**src/rtl/bitgen_pkg.sv**
```systemverilog
package bitgen_pkg;
  typedef enum logic {
    DIR_TX = 1'b0,
    DIR_RX = 1'b1
  } dirMode_t;

  typedef struct packed {
    logic     clear;
    logic     advance;
    dirMode_t dir;
  } divCtrl_t;
endpackage

```
**src/rtl/bitgen_ctrl.sv**
```systemverilog
module bitgen_ctrl
  import bitgen_pkg::*;
#(
  parameter int RST_CLKS = 2
) (
  input  logic     clk,
  input  logic     rstN,
  input  logic     tickEn,
  input  logic     txReq,
  input  logic     lineIn,
  input  logic     charDone,
  output divCtrl_t ctrl,
  output logic     oscGate,
  output logic     divReset
);
  localparam int RW = (RST_CLKS < 2) ? 1 : $clog2(RST_CLKS);

  typedef enum logic [1:0] {
    ST_IDLE  = 2'd0,
    ST_CLEAR = 2'd1,
    ST_RUN   = 2'd2
  } ctrlState_t;

  ctrlState_t state;
  logic [RW-1:0] clrLeft;
  logic linePrev;
  logic lineFell;
  dirMode_t dirQ;

  assign lineFell = linePrev & ~lineIn;

  always_ff @(posedge clk) begin
    if (!rstN) begin
      state    <= ST_IDLE;
      clrLeft  <= '0;
      linePrev <= 1'b1;
      dirQ     <= DIR_TX;
    end else begin
      linePrev <= lineIn;
      unique case (state)
        ST_IDLE: begin
          if (txReq) begin
            state   <= ST_CLEAR;
            dirQ    <= DIR_TX;
            clrLeft <= RW'(RST_CLKS - 1);
          end else if (lineFell) begin
            state   <= ST_CLEAR;
            dirQ    <= DIR_RX;
            clrLeft <= RW'(RST_CLKS - 1);
          end
        end
        ST_CLEAR: begin
          if (clrLeft == '0) state <= ST_RUN;
          else clrLeft <= clrLeft - 1'b1;
        end
        ST_RUN: begin
          if (charDone) state <= ST_IDLE;
        end
        default: state <= ST_IDLE;
      endcase
    end
  end

  assign oscGate      = (state != ST_IDLE);
  assign divReset     = (state == ST_CLEAR);
  assign ctrl.clear   = (state != ST_RUN);
  assign ctrl.advance = (state == ST_RUN) && tickEn;
  assign ctrl.dir     = dirQ;
endmodule

```
**src/rtl/bitgen_div.sv**
```systemverilog
module bitgen_div
  import bitgen_pkg::*;
#(
  parameter int DIV_LOG2     = 7,
  parameter int CHAR_BITS    = 9,
  parameter int STROBE_TICKS = 2
) (
  input  logic     clk,
  input  logic     rstN,
  input  divCtrl_t ctrl,
  output logic     charDone,
  output logic     shiftStrobe
);
  localparam int PERIOD = 1 << DIV_LOG2;
  localparam int HALF   = PERIOD / 2;
  localparam int BW     = (CHAR_BITS < 2) ? 1 : $clog2(CHAR_BITS);
  localparam logic [DIV_LOG2-1:0] PH_LAST = DIV_LOG2'(PERIOD - 1);
  localparam logic [BW-1:0]       BIT_LAST = BW'(CHAR_BITS - 1);

  logic [DIV_LOG2-1:0] phase;
  logic [BW-1:0]       bitIdx;
  logic                cellEnd;
  logic [1:0]          inWin;

  assign cellEnd  = ctrl.advance && (phase == PH_LAST);
  assign charDone = cellEnd && (bitIdx == BIT_LAST);

  always_ff @(posedge clk) begin
    if (!rstN || ctrl.clear) begin
      phase  <= '0;
      bitIdx <= '0;
    end else if (ctrl.advance) begin
      phase <= phase + 1'b1;
      if (cellEnd) bitIdx <= bitIdx + 1'b1;
    end
  end

  for (genvar d = 0; d < 2; d++) begin : g_win
    localparam int LO = (d == 0) ? (PERIOD - STROBE_TICKS) : (HALF - STROBE_TICKS);
    localparam int HI = (d == 0) ? PERIOD : HALF;
    logic [DIV_LOG2:0] phWide;
    assign phWide   = {1'b0, phase};
    assign inWin[d] = (phWide >= (DIV_LOG2+1)'(LO)) && (phWide < (DIV_LOG2+1)'(HI));
  end

  assign shiftStrobe = !ctrl.clear && inWin[ctrl.dir];
endmodule

```
**src/rtl/bit_timing_gen.sv**
```systemverilog
module bit_timing_gen
  import bitgen_pkg::*;
#(
  parameter int DIV_LOG2     = 7,
  parameter int CHAR_BITS    = 9,
  parameter int STROBE_TICKS = 2,
  parameter int RST_CLKS     = 2
) (
  input  logic clk,
  input  logic rstN,
  input  logic tickEn,
  input  logic txReq,
  input  logic lineIn,
  output logic oscGate,
  output logic divReset,
  output logic shiftStrobe
);
  divCtrl_t ctrl;
  logic     charDone;

  bitgen_ctrl #(.RST_CLKS(RST_CLKS)) u_ctrl (
    .clk(clk), .rstN(rstN), .tickEn(tickEn), .txReq(txReq), .lineIn(lineIn),
    .charDone(charDone), .ctrl(ctrl), .oscGate(oscGate), .divReset(divReset)
  );

  bitgen_div #(
    .DIV_LOG2(DIV_LOG2), .CHAR_BITS(CHAR_BITS), .STROBE_TICKS(STROBE_TICKS)
  ) u_div (
    .clk(clk), .rstN(rstN), .ctrl(ctrl), .charDone(charDone), .shiftStrobe(shiftStrobe)
  );
endmodule

```
**config.mk**
```make
export PLATFORM = sky130hd
export DESIGN_NAME = bit_timing_gen
export DESIGN_NICKNAME = d
export VERILOG_FILES = /design/src/rtl/bitgen_pkg.sv /design/src/rtl/bitgen_ctrl.sv /design/src/rtl/bitgen_div.sv /design/src/rtl/bit_timing_gen.sv
export SDC_FILE = /design/constraint.sdc
export NUM_CORES = 1
export LEC_CHECK = 0
export CAP_MARGIN = 20
export CORE_UTILIZATION = 51
export CTS_BUF_LIST = sky130_fd_sc_hd__clkbuf_8
export DETAILED_ROUTE_END_ITERATION = 16
export PLACE_DENSITY = 0.87
export SLEW_MARGIN = 5
export SYNTH_ARGS = -nofsm -noshare
export SYNTH_HDL_FRONTEND = slang
export SYNTH_SLANG_ARGS = --single-unit
```
**constraint.sdc**
```tcl
create_clock -name clk -period 1.35 [get_ports clk]
set_input_delay 0.27 -clock clk [delete_from_list [all_inputs] [get_ports clk]]
set_output_delay 0.27 -clock clk [all_outputs]
set_load 0.03 [all_outputs]
```
Word-level counts from Yosys, hierarchy flattened

Index checks and enable logic that the tools add are counted.

Logic and storage cells: 53
Register bits: 16
Output and inout port bits: 3

$lt $le $gt $ge: 5
Eq/ne operators: 8
Muxes and demuxes: 12
Reduce and logical (&&, ||, !) cells: 17
Bitwise operators: 2
Add/subtract/negate cells: 3

Operators with widths:

| cell                                                               | number |
|---|---|
| less-than comparator 7 x 8 -> 1 bit (second input constant)        | 1 |
| 2-to-1 mux 2 bit                                                   | 4 |
| adder 7 x 1 -> 7 bit (second input constant)                       | 1 |
| == test 7 bit (second input constant)                              | 1 |
| greater-or-equal comparator 7 x 6 -> 1 bit (second input constant) | 1 |
| greater-or-equal comparator 7 bit (second input constant)          | 1 |
| less-than comparator 7 bit (second input constant)                 | 1 |
| logical AND 1 bit                                                  | 6 |
| 2-to-1 mux 1 bit                                                   | 6 |
| inequality test 2 bit (second input constant)                      | 3 |
| case mux 2 bit (3 select lines)                                    | 1 |
| AND reduction 2 bit                                                | 3 |
| nonzero test 2 bit                                                 | 3 |
| adder 4 x 1 -> 4 bit (second input constant)                       | 1 |
| == test 4 bit (second input constant)                              | 1 |
| inequality test 3 x 2 -> 1 bit (second input constant)             | 1 |
| AND reduction 3 bit                                                | 1 |
| == test 2 x 1 -> 1 bit (second input constant)                     | 1 |
| == test 2 bit (second input constant)                              | 1 |
| logical NOT 1 bit                                                  | 2 |
| logical NOT 2 bit                                                  | 1 |
| less-than comparator 1 x 2 -> 1 bit (second input constant)        | 1 |
| case mux 1 bit (2 select lines)                                    | 1 |
| AND 1 bit                                                          | 1 |
| other kinds (3)                                                    | 3 |

Depth between registers and ports, before layout

Gate-level depths: netlist of run 1.

Depth in word-level cells: 6
Mapped depth: 5
Depth with buffers taken out: 5

Modules after synthesis

A second synthesis of run 1 with hierarchy kept.

Cell total of the unflattened synthesis: 92
Area total of the unflattened synthesis: 820.8 sq um

Modules (own cells, without submodules):

| module      | seq. area each (sq um) | cells each | area an instance (sq um) | times used |
|---|---|---|---|---|
| bitgen_div  | 220.2                  | 66         | 575.6                    | 1 |
| bitgen_ctrl | 100.1                  | 26         | 245.2                    | 1 |

Least setup slack after synthesis of run 1

OpenSTA, ideal clock, no wires.

Path type: reg-to-output
Start: reg u_div.phase[2]
End: out shiftStrobe
Path buffers: 1
Setup slack: 0.000 ns
Stages on the path, launching flop included: 4
Arrival: 1.080 ns
Path through: dfxtp_1 > and4_1 > clkbuf_1 > and3_1

Word-level cells in the longest chain between the ends: 5
Elaborated cells between the ends (all ways): 9
Those cells by class: order compare: 4; mux: 2; reduce/logical: 3

Ends and longest elaborated chain:

| item                                                              | RTL line             | RTL |
|---|---|---|
| start: declaration                                                | bitgen_div.sv:20     | `logic [DIV_LOG2-1:0] phase;` |
| start signal: assignment                                          | bitgen_div.sv:33     | `phase <= phase + 1'b1;` |
| less-than comparator 7 x 8 -> 1 bit, or another cell as far along | bitgen_div.sv:43     | `assign inWin[d] = (phWide >= (DIV_LOG2+1)'(LO)) && (phWide < (DIV_LOG2+1)'(HI));` |
| logical AND 1 bit                                                 | bitgen_div.sv:43     |  |
| 2-to-1 mux 1 bit (not written as such) * (2 in a row)             | bitgen_div.sv:46     | `assign shiftStrobe = !ctrl.clear && inWin[ctrl.dir];` |
| logical AND 1 bit *                                               | bitgen_div.sv:46     |  |
| end: declaration                                                  | bit_timing_gen.sv:16 | `output logic shiftStrobe` |

Every way passes the cells marked *; elsewhere a longest branch is shown, timed or not. The select of a mux whose other input is x is not followed.

Worst setup path in the final report of run 1

Start: reg u_div.phase[0]
End: out shiftStrobe

The elaborated chain is that of the path after synthesis.

==> impl_metrics.toml, run 1 <==
[grt]
grt_overflow = 0
grt_pass1_vias = 831
antenna_found_initial = 0
grt_max_degree = 10
grt_pass1_wl_um = 3810
grt_usage_pct = 28.8

[synth]
syn_area_um2 = 793
synth_top_family_by_area = "simple AND/OR/NAND/NOR gates"
yosys.area_share.simple_pct = 26.2
yosysTopAreaCell = "dfxtp_1"
netlist_top_cells_area = "dfxtp_1 40%, ha_1 6.3%, nand4_1 5.5%"
synth_seq_cells = 16
synth_cells = 90
synth_nets = 99
synth_cell_type_count = 32
synthAdderAreaFrac_pct = 6.31
yosys.area.top_type_share_pct = 40.4
ys_seq_area_share_pct = 40.4
synth_mux_area_share_pct = 1.26
synth-compound-area-share_pct = 18.8
ys_warn_count = 0
synthXorXnorAreaFrac_pct = 2.21
synth_area_per_cell_um2 = 8.81

[layout]
drive_above_1_share_pct = 42.6
multi_input_area_um2 = 544
fill_cells = 67
regArea_um2 = 337
layout.nets = 125
fin_area_um2 = 1190
layout.cells.non_filler = 130
final_util_pct = 87.0
area_delta_synth_final_pct = 49.8
antennaDiodeCount = 0

[power]
p_sw_mw = 0.306
total_power_mw = 1.14
power_frac_comb_pct = 16.2
switching_share_pct = 26.7
p_int_mw = 0.839
power.density_nw_per_um2 = 963
total_leakage_power_nw = 0.431
p_clk_share_pct = 37.6
max-vdd-ir-drop_mv = 0.880
seqPwrFrac_pct = 46.3

[floorplanning]
dieArea_um2 = 1720
io-pin-count = 8
core_region_area_um2 = 1370
die_w_um = 41.4
initial_core_util_pct = 58.1
placementRows = 13
fp.dieH_um = 41.4

[placement]
port_buffers = 7
gp_congestion = 0.865
dp_cells = 122
pre_cts_slack_ps = -327
place_area_um2 = 961
dp_hpwl_um = 1320

[min_path]
hp-class = "reg -> reg"

[route]
wl_per_cell_um = 19.8
drc = 0
viasPerCell = 6.43
ant_nets = 0
drt_wl_total_um = 2580
first_iter_violations = 12
num_vias = 836
drtPass1Iterations = 4

[critical_path]
cp-end-kind = "output pin"
regToRegSetupSlack_ps = -180
cp_max_fo = 2
worstPathRequired_ps = 1080
arrival_ps = 1260
start_kind = "flip-flop"
critical_path_class = "reg -> out"

[timing]
rsz0062_at_grt = "yes"
holdWs_ps = 504
setup_viol = 7
period_share_pct = 114
worst_slew_pin_slew_ps = 398
slew_headroom_pct = 73.4
hold_viol_final = 0
max_freq_ghz = 0.652
fin_setup_tns_ps = -696
finalClockSkew_ps = 5.19
worst_slack_ps = -184
fin_crit_ps = 1530
slew_violations = 0

[clocking]
cts_tree = "yes"
insertion_delay_ps = 250
cts.reportedPaths.clkPinSlew_ps = 70
root_buffer = "clkbuf_8"
clock_path_buffers = 2
cts_hold_buf = 0
cts_buffers = 3
ctsHtreeMaxLevel = 1
numClockSinks = 16

[job]
maxCapViolations = 0

[status]
violations = "setup timing"
status = "finished with violations"
metal layers:
metal / wire length, µm / up-vias / global-route usage [%]
met5: 0 / - / 0
met4: 40 / 0 / 9.68
met1: 1080 / 415 / 32.4
met3: 99 / 8 / 6.52
li1: - / 384 / -
met2: 1360 / 29 / 52.5
critical path, stage by stage (launching register included):
cell	delay [ps]
dfxtp_2	330
inv_2	60
ha_4	130
o21ai_2	50
o21ai_1	130
and3_4	190
buf_6	120
Yosys cell counts, drive strengths merged:
master / number
o311ai: 1
xnor2: 2
nand4: 7
mux2i: 1
nor2: 4
or3: 2
inv: 7
a21oi: 7
nor2b: 2
or4: 1
a32o: 1
nand3: 1
o21ai: 5
nand3b: 1
and2b: 1
nor3: 1
buf: 1
clkbuf: 2
nand2: 4
a211oi: 3
dfxtp: 16
ha: 4
a2111oi: 1
and3: 1
and4b: 1
o21bai: 1
o41ai: 1
o31ai: 3
and4: 1
nand2b: 4
and3b: 2
nand4b: 1
placed cells by master, fill, tap and decap left out, types with 2 or more instances in the layout:
cell type / Yosys / final
ha_1: 4 / 2
nor2_1: 4 / 3
clkbuf_8: 0 / 4
dfxtp_2: 0 / 4
buf_6: 0 / 5
dfxtp_4: 0 / 3
a21oi_1: 7 / 5
a21oi_2: 0 / 2
o21ai_2: 0 / 2
inv_1: 7 / 6
nand2_1: 4 / 4
ha_4: 0 / 2
buf_4: 0 / 15
nand2b_1: 4 / 4
o21ai_0: 5 / 2
clkdlybuf4s50_1: 0 / 3
dfxtp_1: 16 / 9
o31ai_4: 0 / 2
and3b_1: 2 / 2
a211oi_1: 3 / 3
nand4_1: 7 / 7
or3_1: 2 / 2
power by group through the flow:
stage | Clock, mW | Combinational [mW] | Sequential [mW]
after floorplan | 0 | 0.0957 | 0.521
after global placement | 0 | 0.159 | 0.527
after CTS | 0.427 | 0.173 | 0.520
after detailed placement | 0 | 0.163 | 0.527
final | 0.430 | 0.185 | 0.530
after global routing | 0.454 | 0.196 | 0.531
flip-flops by register name, summed over array words and instances, names as in the netlist:
register / flops
u_div.phase: 7
u_div.bitIdx: 4
u_ctrl.state: 2
u_ctrl.clrLeft: 1
u_ctrl.dirQ: 1
u_ctrl.linePrev: 1
cell families (layout without fill, tap and decap cells):
group | Yosys count | count (layout)
XOR/XNOR | 2 | 2
flip-flops | 16 | 16
multiplexers | 1 | 1
AO/OA/AOI/OAI | 23 | 23
buffers and inverters | 10 | 35
AND/OR/NAND/NOR | 34 | 34
adder cells (fa/ha/maj) | 4 | 4
area by class of cell:
type	count	share of cell area, %
clock buffer	4	4.63
inverter	7	2.21
multi-input combinational	64	45.8
sequential	16	28.3
tap	15	1.58
timing repair buffer	24	17.5
what timing repair did:
action                     4_1_cts  5_1_grt
buffers inserted                 3        1
gates resized for setup         24       18
pin swaps                        9       13
hold endpoints to repair         0        0
setup endpoints to repair        8       12
path summary, 6_finish.rpt:
kind / startpoint / endpoint / cells after the start
max: u_div.phase[0] / shiftStrobe / 6
min: u_ctrl.clrLeft / u_ctrl.clrLeft / 2
max reg2reg: u_div.phase[1] / u_div.bitIdx[3] / 6
min reg2reg: u_ctrl.clrLeft / u_ctrl.clrLeft / 2
No activity file was read; power rests on OpenSTA's default activity.
==> run 2, diff against run 1 <==
- CORE_UTILIZATION: 51 -> 50
- PLACE_DENSITY: 0.87 -> 0.85
==> impl_metrics.toml, run 2 (synthesized netlist as in run 1, its figures left out) <==
[min_path]
min_from = "tickEn"
hold_path_end = "u_div.phase[1]"
hold_depth = 2
hp-class = "in -> reg"

[timing]
worst_slack_ps = -178
slew_headroom_pct = 76.0
rsz0062_at_grt = "yes"
hold_viol_final = 0
holdWs_ps = 465
fin_crit_ps = 1530
slew_violations = 0
max_freq_ghz = 0.654
finalClockSkew_ps = 2.03
worst_slew_pin_slew_ps = 351
period_share_pct = 113
setup_viol = 6
fin_setup_tns_ps = -410

[route]
drtPass1Iterations = 4
wl_per_cell_um = 16.4
drc = 0
num_vias = 807
first_iter_violations = 11
drt_wl_total_um = 2170
viasPerCell = 6.11
ant_nets = 0

[critical_path]
arrival_ps = 1260
cp-end-kind = "output pin"
worstPathRequired_ps = 1080
max_stage_delay_ps = 370
start_kind = "flip-flop"
r2r-start = "u_div.phase[1]"
r2r-end = "u_div.bitIdx[3]"
regToRegSetupSlack_ps = -80
reg2reg_depth = 5
cp_max_fo = 3
critical_path_class = "reg -> out"
path_cells = "buf_4, o21ai_2, o21ai_1, and3_4, buf_6"
slowest_stage = "dfxtp_4"

[clocking]
cts_tree = "yes"
clock_path_buffers = 2
cts_buffers = 3
cts_hold_buf = 0
root_buffer = "clkbuf_8"
insertion_delay_ps = 250
ctsHtreeMaxLevel = 1
cts.reportedPaths.clkPinSlew_ps = 60
numClockSinks = 16

[layout]
antennaDiodeCount = 0
layout.nets = 127
reg.largest.list = "u_div.phase x7, u_div.bitIdx x4, u_ctrl.state x2"
layout_commonest_cell = "buf_4"
regMostFlops = "u_div.phase"
final_util_pct = 78.7
drive_above_1_share_pct = 41.4
area_delta_synth_final_pct = 47.8
fin_area_um2 = 1170
final_cell_mix = "18 x buf_4, 10 x dfxtp_1, 7 x nand4_1"
largest_reg_flops = 7

[floorplanning]
placementRows = 14
die_w_um = 41.8
core_region_area_um2 = 1490
fp.dieH_um = 41.8
dieArea_um2 = 1750
io-pin-count = 8
initial_core_util_pct = 53.3

[grt]
grt_usage_pct = 25.2
grt_overflow = 0
grt_max_degree = 10
grt_pass1_vias = 755
antenna_found_initial = 0
grt_pass1_wl_um = 3340

[power]
power.density_nw_per_um2 = 934
max-vdd-ir-drop_mv = 0.740
total_leakage_power_nw = 0.432
total_power_mw = 1.10

[status]
status = "finished with violations"
violations = "setup timing"

[placement]
port_buffers = 7
dp_hpwl_um = 1240
gp_congestion = 0.833
place_area_um2 = 985

[job]
maxCapViolations = 0
-- run 2: cell types whose count changed in the layout (fill, tap and decap cells not counted), sizes merged --
cell / change
clkbuf: -1
buf: +2
-- run 2: layout make-up --
cell class | count | area [µm²]
fill | 101 | 317
timing repair buffer | 26 | 219
sequential | 16 | 333
tap | 16 | 20.0
clock buffer | 3 | 41.3
multi-input combinational | 64 | 533
inverter | 7 | 26.3
-- run 2: layer usage --
metal / track usage (%) / part of all wire [%]
met4: 13.5 / 2.4
met3: 3.91 / 2.1
met5: 0 / 0
met2: 44.4 / 54
met1: 28.7 / 41
-- run 2: what timing repair did --
action                                  in CTS  in global routing
endpoints found under the setup margin       9                 12
pin swaps                                    4                  6
buffers inserted                             2                  1
gates resized for setup                     22                 17
-- run 2: worst max-delay path: cells and delay by family (launching register included) --
kind,cells,cell delay (ps)
buffers and inverters,2,240
flip-flops,1,370
AO/OA/AOI/OAI,2,200
AND/OR/NAND/NOR,1,200
-- run 2: worst max-delay path by stage --
stage | from | end | slack (ps)
finish | u_div.phase[1] | shiftStrobe | -180
detailed placement | tickEn | u_div.bitIdx[3] | -270
CTS | u_div.phase[0] | shiftStrobe | -170
floorplan | u_div.phase[1] | u_div.bitIdx[3] | 40
global placement | tickEn | u_div.bitIdx[3] | -240
global route | u_div.phase[0] | shiftStrobe | -220
-- run 2: per-stage QoR --
stage,setup slack (ps),cells
2_1_floorplan,35.8,90
5_1_grt,-218,132
3_5_place_dp,-273,126
4_1_cts,-168,131
6_report,-178,132
3_3_place_gp,-244,126
-- run 2: power by group --
group	internal [mW]	switching [mW]
Combinational	0.105	0.107
Sequential	0.496	0.0280
Clock	0.198	0.163
==> run 3, diff against run 2 <==
- CORE_UTILIZATION: 50 -> 51
- PLACE_DENSITY: 0.85 -> 0.87
- SLEW_MARGIN: 5 -> default
==> results of run 3 <==
Final layout, timing and power as in run 1 (identical DEF).
